[config.mk]
export PLATFORM = sky130hd
export DESIGN_NAME = reg_access_window
export DESIGN_NICKNAME = d
export VERILOG_FILES = /design/src/rtl/reg_access_window.sv
export SDC_FILE = /design/constraint.sdc
export NUM_CORES = 1
export LEC_CHECK = 0
export BUFFER_PORTS_ARGS = -buffer_cell sky130_fd_sc_hd__buf_2
export CORE_MARGIN = 5
export CORE_UTILIZATION = 30
export CTS_BUF_LIST = sky130_fd_sc_hd__clkbuf_2
export CTS_CLUSTER_DIAMETER = 60
export CTS_CLUSTER_SIZE = 20
export DETAILED_ROUTE_END_ITERATION = 16
export SLEW_MARGIN = 10
export SYNTH_ARGS = -nofsm -noshare
export SYNTH_HDL_FRONTEND = slang
export SYNTH_SLANG_ARGS = --single-unit
[constraint.sdc]
create_clock -name clk -period 3.31 [get_ports clk]
set_input_delay 0.1655 -clock clk [delete_from_list [all_inputs] [get_ports clk]]
set_output_delay 0.1655 -clock clk [all_outputs]
set_load 0.01 [all_outputs]
[src/rtl/reg_access_window.sv]
module reg_access_window #(
  parameter int ADDR_W = 16,
  parameter int NREG = 16,
  parameter logic [ADDR_W-1:0] MEM_BASE = 16'h1000,
  parameter logic [ADDR_W-1:0] IO_BASE = 16'h0040
) (
  input  logic              clk,
  input  logic              rst_n,
  input  logic              ptr_word_only,
  input  logic              req_valid,
  input  logic [3:0]        req_cmd,
  input  logic [ADDR_W-1:0] req_addr,
  input  logic [3:0]        req_be_n,
  input  logic [31:0]       req_wdata,
  output logic              rsp_valid,
  output logic [31:0]       rsp_rdata
);
  localparam int IDX_W = (NREG > 1) ? $clog2(NREG) : 1;
  localparam logic [ADDR_W-1:0] SPAN = ADDR_W'(4 * NREG);
  localparam logic [15:0] PTR_LIM = 16'(4 * NREG);

  logic [31:0] regs [NREG];
  logic [15:0] ptr;

  logic io_rd, io_wr, m_rd, m_wr;
  assign io_rd = (req_cmd == 4'h2);
  assign io_wr = (req_cmd == 4'h3);
  assign m_rd  = (req_cmd == 4'h6) || (req_cmd == 4'hC) || (req_cmd == 4'hE);
  assign m_wr  = (req_cmd == 4'h7) || (req_cmd == 4'hF);

  logic [ADDR_W-1:0] mem_off;
  logic mem_hit, io_hit, ptr_ok;
  assign mem_off = req_addr - MEM_BASE;
  assign mem_hit = (req_addr >= MEM_BASE) && (mem_off < SPAN);
  assign io_hit  = (req_addr[ADDR_W-1:3] == IO_BASE[ADDR_W-1:3]);
  assign ptr_ok  = (ptr < PTR_LIM);

  logic io_acc, via_io, via_mem, reg_wr, ptr_wr, rd_req, two_adj;
  logic [IDX_W-1:0] idx;
  assign io_acc  = req_valid && (io_rd || io_wr) && io_hit;
  assign via_io  = io_acc && !req_addr[2] && ptr_ok;
  assign via_mem = req_valid && (m_rd || m_wr) && mem_hit;
  assign reg_wr  = (via_io && io_wr) || (via_mem && m_wr);
  assign idx     = via_mem ? mem_off[IDX_W+1:2] : ptr[IDX_W+1:2];
  assign two_adj = (req_be_n == 4'b1100) || (req_be_n == 4'b1001) || (req_be_n == 4'b0011);
  assign ptr_wr  = io_acc && io_wr && req_addr[2] && (!ptr_word_only || two_adj);
  assign rd_req  = req_valid && (io_rd || m_rd);

  logic [31:0] rd_word, lane_mask;
  always_comb begin
    rd_word = 32'h0;
    if (io_acc && req_addr[2]) rd_word = {16'h0, ptr};
    else if (via_io || via_mem) rd_word = regs[idx];
  end
  assign lane_mask = {{8{!req_be_n[3]}}, {8{!req_be_n[2]}}, {8{!req_be_n[1]}}, {8{!req_be_n[0]}}};

  for (genvar l = 0; l < 4; l++) begin : g_lane
    always_ff @(posedge clk) begin
      if (!rst_n) begin
        for (int r = 0; r < NREG; r++) regs[r][8*l +: 8] <= 8'h0;
      end else if (reg_wr && !req_be_n[l]) begin
        regs[idx][8*l +: 8] <= req_wdata[8*l +: 8];
      end
    end
  end

  always_ff @(posedge clk) begin
    if (!rst_n) begin
      ptr <= 16'h0;
    end else if (ptr_wr) begin
      if (!req_be_n[0]) ptr[7:0]  <= req_wdata[7:0];
      if (!req_be_n[1]) ptr[15:8] <= req_wdata[15:8];
    end
  end

  always_ff @(posedge clk) begin
    if (!rst_n) begin
      rsp_valid <= 1'b0;
      rsp_rdata <= 32'h0;
    end else begin
      rsp_valid <= rd_req;
      rsp_rdata <= rd_req ? (rd_word & lane_mask) : 32'h0;
    end
  end

  AST_WRITE_SILENT: assert property (@(posedge clk) disable iff (!rst_n)
    req_valid && (io_wr || m_wr) |=> !rsp_valid);
  AST_CFG_SILENT: assert property (@(posedge clk) disable iff (!rst_n)
    req_valid && (req_cmd == 4'hA || req_cmd == 4'hB) |=> !rsp_valid);
  AST_PTR_HOLD: assert property (@(posedge clk) disable iff (!rst_n)
    !(req_valid && io_wr && io_hit && req_addr[2]) |=> $stable(ptr));
  AST_PTR_WIDTH: assert property (@(posedge clk) disable iff (!rst_n)
    req_valid && ptr_word_only && io_wr && io_hit && req_addr[2] && $countones(~req_be_n) != 2
    |=> $stable(ptr));
  AST_LANE_ZERO: assert property (@(posedge clk) disable iff (!rst_n)
    req_valid && (io_rd || m_rd) && req_be_n[0] |=> rsp_rdata[7:0] == 8'h0);
  AST_OOR_ZERO: assert property (@(posedge clk) disable iff (!rst_n)
    req_valid && m_rd && !mem_hit |=> rsp_valid && rsp_rdata == 32'h0);
endmodule

# Word level (Yosys, flattened, before mapping)

Memories as Yosys holds them, arrays and structs flattened.
Index checks and enable logic that the tools add are counted.

Register bits: 49
Memory bits (writable): 512
Input port bits: 60
Output and inout bits: 33
Word-level logic and storage cells: 81
Memories: 1

$add $sub $neg: 1
$lt $le $gt $ge: 3
Eq/ne operators: 11
Mux-type cells: 19
Bitwise operators: 3
Reductions and logical operators: 39

Memory list:

| memory | depth | bits a word | rd ports | clocked after Yosys merged registers in | wr ports | RTL line | source |
|---|---|---|---|---|---|---|---|
| regs   | 16    | 32          | 1        | 0                                       | 16       | 22       | `logic [31:0] regs [NREG];` |

Operators by type and width:

| cell                                                  | count |
|---|---|
| 2-to-1 mux 32 bit                                     | 3 |
| AND 32 bit                                            | 1 |
| < comparator 16 x 7 -> 1 bit, second input constant   | 2 |
| OR reduction 32 bit                                   | 1 |
| equality test 4 bit, second input constant            | 5 |
| logical AND 1 bit                                     | 18 |
| >= comparator 16 x 13 -> 1 bit, second input constant | 1 |
| subtractor 16 x 13 -> 16 bit, second input constant   | 1 |
| equality test 13 x 4 -> 1 bit, second input constant  | 1 |
| 2-to-1 mux 1 bit                                      | 13 |
| equality test 4 x 2 -> 1 bit, second input constant   | 3 |
| 2-to-1 mux 4 bit                                      | 3 |
| logical OR 1 bit                                      | 11 |
| equality test 4 x 3 -> 1 bit, second input constant   | 2 |
| zero test 1 bit                                       | 6 |
| AND reduction 2 bit                                   | 3 |
| NOT 1 bit                                             | 2 |

# Longest topological paths before layout

Gate-level depths: netlist of the first run.

Depth after elaboration: 14
Depth in mapped cells: 11
Gate-level depth less buffers: 8

# Worst setup path after synthesis of the first run

No wires, ideal clock.

Path kind: input to register
Start: input port req_addr[7]
End: memory regs[5][0] (enable)
Setup time: 0.384 ns
Arrival: 2.502 ns
Data required time: 2.926 ns
Path slack: 0.424 ns
Cell stages on the path: 6
Path buffers: 0
Cell sequence: nor4_4 -> nand4_2 -> nor2_4 -> mux2i_1 -> nand3_2 -> o21ai_0

RTL lines:

| item               | RTL line | source |
|---|---|---|
| start: declaration | 12       | `input logic [ADDR_W-1:0] req_addr,` |
| end: declaration   | 22       |  |

# Worst setup path after layout of the first run

Start: input port req_valid
End: register rsp_rdata[12]

Longest elaborated chain between the ends: 8
Elaborated cells on any way between the ends: 15
Classes of those cells: mux (3); bitwise (1); reduce/logical (10); memory (1)

RTL lines:

| item                                                                              | RTL line | source |
|---|---|---|
| start: declaration                                                                | 10       | `input logic req_valid,` |
| parallel branches: the longest is 8 deep, another holds memory read (16 x 32 bit) | -        |  |
| end signal: assignment                                                            | 82       | `rsp_rdata <= rd_req ? (rd_word & lane_mask) : 32'h0;` |
| end: declaration                                                                  | 16       | `output logic [31:0] rsp_rdata` |

Parallel ways; which one is timed is not known.
A chain may end at the register's enable or synchronous reset.

==> results of run 1 <==
[through the flow]
step	setup WS, ps	cells
6_report	8.76	3793
4_1_cts	110	3790
2_1_floorplan	424	2314
5_1_grt	15.3	3792
3_3_place_gp	224	3552
3_5_place_dp	176	3552
[area by class of cell]
class / count / area [sq um] / area share
flip-flops and latches: 561 / 16400 / 0.527
clock inverters: 32 / 333 / 0.0107
repair buffers: 395 / 3380 / 0.109
clock buffers: 52 / 260 / 0.00839
multi-input cells: 1595 / 9230 / 0.298
inverters: 1 / 3.75 / 0.000121
diodes: 2 / 5.00 / 0.000161
well taps: 1155 / 1450 / 0.0466
[flip-flops by register name, indices dropped and copies added, names as in the netlist]
register / cells
ptr: 16
regs: 512
rsp_rdata: 32
rsp_valid: 1
[cells in the final DEF (no fill, tap or decap), types with 20 or more instances in the layout]
cell	netlist	layout
and2_1	514	512
edfxtp_1	512	512
nand2_1	400	400
nand3_1	157	155
dlygate4sd3_1	0	154
buf_4	9	131
buf_2	66	90
o21ai_0	66	66
clkbuf_2	1	52
a21oi_1	51	51
dfxtp_1	49	49
a211oi_1	46	46
and3_1	45	45
mux2i_1	44	42
nor2_4	39	39
a31oi_1	37	37
nor2_2	29	31
buf_12	0	20
[path summary, 6_finish.rpt]
| kind | slack (ps) | start | depth (start not counted) | endpoint |
|---|---|---|---|---|
| max | 9 | req_valid | 13 | rsp_rdata[12]$_SDFF_PN0_ |
| min | 120 | req_wdata[30] | 3 | regs[6][30]$_SDFFCE_PN0P_ |
| min reg2reg | 530 | ptr[10]$_SDFFE_PN0P_ | 2 | rsp_rdata[10]$_SDFF_PN0_ |
| max reg2reg | 110 | ptr[7]$_SDFFE_PN0P_ | 9 | regs[8][5]$_SDFFCE_PN0P_ |
[power by group through the flow]
| stage | Clock [mW] | Sequential (mW) | Combinational, mW |
|---|---|---|---|
| after floorplan | 0 | 8.04 | 0.211 |
| after global placement | 0 | 8.05 | 0.487 |
| after detailed placement | 0 | 8.05 | 0.494 |
| after CTS | 3.41 | 7.90 | 0.632 |
| after global routing | 3.66 | 7.92 | 0.677 |
| final | 3.31 | 7.90 | 0.633 |
[cells by family (layout without fill, tap and decap cells)]
group	after synthesis	count (layout)	synth area share
xor+xnor	1	1	0.000334
other cells	0	2	0
compound gates	262	262	0.0612
flops	561	561	0.623
simple gates	1284	1284	0.268
buf+inv	158	480	0.0282
mux	48	48	0.0186
[timing repair]
action / in CTS / in global routing
gates resized for setup: 0 / 4
endpoints found under the hold margin: 1069 / 0
setup endpoints to repair: 0 / 32
buffers inserted: 0 / 1
hold buffers: 154 / 0
[worst min-delay path: cells and delay by family]
| family | cells | cell delay, ps |
|---|---|---|
| simple gates | 1 | 180 |
| buf+inv | 2 | 800 |
[routing by layer]
layer / share of wire / vias to the layer above / global-route usage
met5: 0.0016 / - / 0.00809
met4: 0.031 / 6 / 0.0485
met3: 0.081 / 138 / 0.0361
met2: 0.45 / 643 / 0.252
met1: 0.44 / 8980 / 0.229
li1: - / 8710 / -
==> run metrics, run 1 <==
status finished, final reports clean; via count 18500; H-tree depth 2; post-synth top area cell edfxtp_1; Pint a little under 9 mW; Slowest-stage cell, CP dlygate4sd3_1; die footprint 93500 sq um; sequential fraction of design power 0.667; P_leak 11.4 nW; CTS Buf Count 45; Clock transition at path regs 350 ps; Worst path top cell family by delay buffers and inverters; GPL Wtd Cong a little over 0.8; CP startpoint kind primary input; CP max stage delay 710 ps; buffers and inverters on the worst path 7; fin crit share 0.997; max_slew headroom 0.453; core box area 86800 sq um; crit-path cells dlygate4sd3_1 > buf_2 > dlygate4sd3_1 > nand2_1 > dlygate4sd3_1 > nor3_1 > dlygate4sd3_1 > buf_4 > nand3_2 > nor2_2 > dlygate4sd3_1 > nand2_1 > o21ai_1; max_cap viols 0; Least-Margin Pin Slew ~820 ps; TritonCTS Sinks between 500 and 600; # rows 108; Seq cells post-synth 561; Initial DRC Count approximately 1700; width of the die 306 microns; Setup CP Type in2reg; hold_ws 118 ps; I/O pin total 93; Final Max Slew Viols 0; gr usage total 0.163; Vias/cell 4.87; Initial Utilization 0.303; Highest Clock Rate ~0.3 GHz; Mapped Cells 2314; routed len/inst between 20 and 25 microns; post-synth net total around 2400; Worst-Skew Late Latency 1190 ps; top cell type's share of synthesized area 0.586; most numerous cell in the Yosys netlist and2_1; die height 306 microns; vias in the first global route around 18000; post-synthesis sequential area ratio 0.623; Fillers ~8600; CP endpoint kind flop; total power 11.8 mW; Max Fanout on Critical Path 6; Final Skew around 100 ps; yosys warns 0; Final Hold Viols 0; Buffers on Ports 90; Nets 2659; clk buf depth 3; ys flop type edfxtp_1; Peak VDD IR approximately 0.31 mV; Total Routed Length ~80 mm; Synth async-reset ratio 0; Area Growth Syn to Fin 18.1%; Sw Share 0.258; Root Buffer clkbuf_2; Hold/Removal Path Class in2reg; Clk pwr share 0.280; RSZ-0062 raised after global routing no; setup_tns 0 ps; Mapped Area 26200 sq um; fraction of layout cells with a size suffix above 1 0.161; Mean Syn Cell Area 11.3 sq um; min cycle time layout about 3300 ps; most used cell, CP dlygate4sd3_1; power density cells 382 nW/um^2; design area 31000 sq um; distinct cell type count of the synthesized netlist 54; Antenna Nets Post-Route 0; DRC Markers 0; total grt overflow 0; number of antenna violations at the first check in global routing 5; pin count of the biggest net entering global routing 53; synth top area cells edfxtp_1 59%, and2_1 12%, nand2_1 5.7%; Logic pwr share 0.053; Util after Layout 0.357; First-pass DRT Iterations 5; CP Data Arrival Time 4360 ps; top cells by count, synth 514 x and2_1, 512 x edfxtp_1, 400 x nand2_1; Setup-failing EPs final 0; Placed Area approximately 29000 sq um; Worst Path Required 4370 ps; Post-synth EDFFs 512; TritonCTS clock tree built; first-pass GRT wire length 116 mm; Detailed Place HPWL 50.6 mm; NetSw 3.05 mW
No activity file was read; power rests on OpenSTA's default activity.
==> inputs of run 2 (changes only) <==
--- a/config.mk
+++ b/config.mk
@@ -10,8 +10,8 @@
 export CORE_UTILIZATION = 30
 export CTS_BUF_LIST = sky130_fd_sc_hd__clkbuf_2
 export CTS_CLUSTER_DIAMETER = 60
-export CTS_CLUSTER_SIZE = 20
 export DETAILED_ROUTE_END_ITERATION = 16
+export GPL_TIMING_DRIVEN = 0
 export SLEW_MARGIN = 10
 export SYNTH_ARGS = -nofsm -noshare
 export SYNTH_HDL_FRONTEND = slang
==> constraint.sdc (replaced) <==
create_clock -name clk -period 2.7 [get_ports clk]
set_input_delay 0.135 -clock clk [delete_from_list [all_inputs] [get_ports clk]]
set_output_delay 0.135 -clock clk [all_outputs]
set_load 0.01 [all_outputs]
==> run 2 against run 1 <==
Against the previous run: the flow now finishes with violations (negative setup slack); cell area increased by 6.0%; combinational power increased by 55%; via count rose by 13%; register-to-register slack lost 160 ps; global-route usage up 4.4 points; flip-flop and latch count is the same; critical path depth fell by 6; worst setup slack got worse by 63 ps.
==> run metrics, run 2 (synthesized netlist as in run 1, its figures left out) <==
violated checks negative setup slack; most common cell after layout, fill and taps aside and2_1; CP startpoint kind flop; Setup CP Type reg2reg; first-pass GRT wire length 141 mm (+22%); P_leak 12.4 nW (+8.4%); Buffers on Ports 89 (-1.1%); status finished with violations; Worst Path Required 3920 ps (-450 ps); Peak VDD IR 0.391 mV (+25%); register area 16400 sq um (about the same); Hold/Removal Path Class in2reg; Initial Utilization 0.303 (unchanged); Final Skew 144 ps (+40.3 ps); number of antenna violations at the first check in global routing 5 (unchanged); routed len/inst 24.8 microns (+19%); worst hold start req_wdata[11]; RSZ-0062 raised after global routing yes; Worst R2R Setup Slack -50 ps (-160 ps); Detailed Place HPWL 66.5 mm (+32%); RR Startpoint ptr[13]$_SDFFE_PN0P_; Top reg by flops regs; H-tree depth 4 (+2); Least-Margin Pin Slew 965 ps (+147 ps); biggest regs regs (512), rsp_rdata (32), ptr (16); Area Growth Syn to Fin 25.2%; Root Buffer clkbuf_2; TritonCTS clock tree built; multi-input logic area 10000 sq um (+8.8%); max_slew headroom 0.357 (-0.0963); First-pass DRT Iterations 8 (+3); max_cap viols 0 (unchanged); Max Fanout on Critical Path 8 (+2); die footprint 93500 sq um (unchanged); I/O pin total 93 (unchanged); gr usage total 0.207 (+0.0442); # rows 108 (unchanged); power density cells 521 nW/um^2 (+36%); min cycle time layout 2750 ps; Highest Clock Rate 0.363 GHz; RR Endpoint rsp_rdata[28]$_SDFF_PN0_; vias in the first global route 20600 (+13%); final setup margin -54.7 ps (-63.5 ps); Setup-failing EPs final 78 (+78); CP endpoint kind flop; Vias/cell 5.19 (+6.6%); worst reg2reg path depth 7 (-2); Initial DRC Count 2939 (+73%); Antenna Nets Post-Route 0 (unchanged); Final Max Slew Viols 0 (unchanged); via count 21000 (+13%); Worst Hold Endpoint regs[13][11]$_SDFFCE_PN0P_; Final Hold Viols 0 (unchanged); Worst-Skew Late Latency 1440 ps (+250 ps); width of the die 306 microns (unchanged); CP Data Arrival Time 3970 ps (-390 ps); total grt overflow 0 (unchanged); Clock transition at path regs 110 ps (-240 ps); setup_tns -1210 ps (-1210 ps); CTS Buf Count 157 (+250%); commonest cells after routing, fill and taps aside 514 x and2_1, 512 x edfxtp_1, 398 x nand2_1; core box area 86800 sq um (unchanged); TritonCTS Sinks 561 (unchanged); GPL Wtd Cong 0.973 (+18%); clk buf depth 3 (unchanged); fraction of layout cells with a size suffix above 1 0.246 (+0.0847); hold_ws 106 ps (-12.3 ps); die height 306 microns (unchanged); fin crit share 1.02; max FFs per register 512 (unchanged); pin count of the biggest net entering global routing 17 (-68%); hold path depth 4 (+1); Total Routed Length 100 mm (+27%); Nets 2815 (+5.9%); DRC Markers 0 (unchanged); Fillers 8544 (-0.52%)
[run 2: changes by cell type in the layout (fill, tap and decap cells not counted), moves of 22 or more]
cell,before,now
o21ai_0,66,8
clkbuf_2,52,264
o21ai_4,0,57
dlygate4sd3_1,154,129
buf_2,90,151
buf_12,20,42
buf_4,131,36
clkbuf_1,0,48
[run 2: repair_timing]
action / 4_1_cts / 5_1_grt
resized for setup: 197 / 47
hold endpoints to repair: 1034 / 0
setup endpoints to repair: 1056 / 551
pin swaps: 45 / 15
hold buffers: 130 / 0
buffers inserted: 52 / 12
[run 2: worst max path at each step]
stage	to	cells after the start	startpoint
2_1_floorplan	regs[5][0]$_SDFFCE_PN0P_	6	req_addr[7]
3_3_place_gp	rsp_rdata[24]$_SDFF_PN0_	9	req_addr[7]
3_5_place_dp	rsp_rdata[24]$_SDFF_PN0_	9	req_addr[7]
4_1_cts	regs[0][3]$_SDFFCE_PN0P_	8	ptr[3]$_SDFFE_PN0P_
5_1_grt	regs[0][21]$_SDFFCE_PN0P_	8	ptr[3]$_SDFFE_PN0P_
6_report	rsp_rdata[28]$_SDFF_PN0_	7	ptr[13]$_SDFFE_PN0P_
[run 2: report_power, final]
group	leakage, nW	internal [mW]	switching, mW
logic	5.35	0.390	0.591
clock network	1.12	2.53	3.92
registers	5.89	9.62	0.0557
[run 2: per-layer routing]
layer / vias to the layer above / track usage / share of wire
met3: 253 / 0.0711 / 0.12
met5: - / 0 / 0.00055
li1: 9153 / - / -
met4: 4 / 0.0861 / 0.042
met2: 1364 / 0.316 / 0.44
met1: 10200 / 0.270 / 0.39
[run 2: stage by stage]
step / std cells / util / power (mW) / cell area (sq um) / setup WS [ps]
floorplan: 2314 / - / 10.1 / 26200 / -155
global placement: 3558 / 0.324 / 10.4 / 28100 / -1690
detailed placement: 3558 / 0.324 / 10.5 / 28100 / -1660
CTS: 4023 / 0.375 / 17.1 / 32500 / -5.57
global route: 4035 / 0.379 / 17.7 / 32900 / -17.6
finish: 4036 / 0.379 / 17.1 / 32900 / -54.7
[run 2: final cells by class]
cell class	count	share of cell area
Buffer	156	0.0252
Sequential cell	561	0.498
Inverter	1	0.000114
Multi-Input combinational cell	1595	0.306
Tap cell	1155	0.0440
Clock inverter	39	0.00712
Clock buffer	244	0.0371
Antenna cell	2	0.000152
Timing Repair Buffer	283	0.0831
[run 2: worst max-delay path: stages (launching register included)]
cell and delay (ps):
dfxtp_2 350, nor4_4 340, and4_4 360, o21ai_1 260
or2_1 340, clkbuf_2 220, a221o_1 370, nor4_2 340
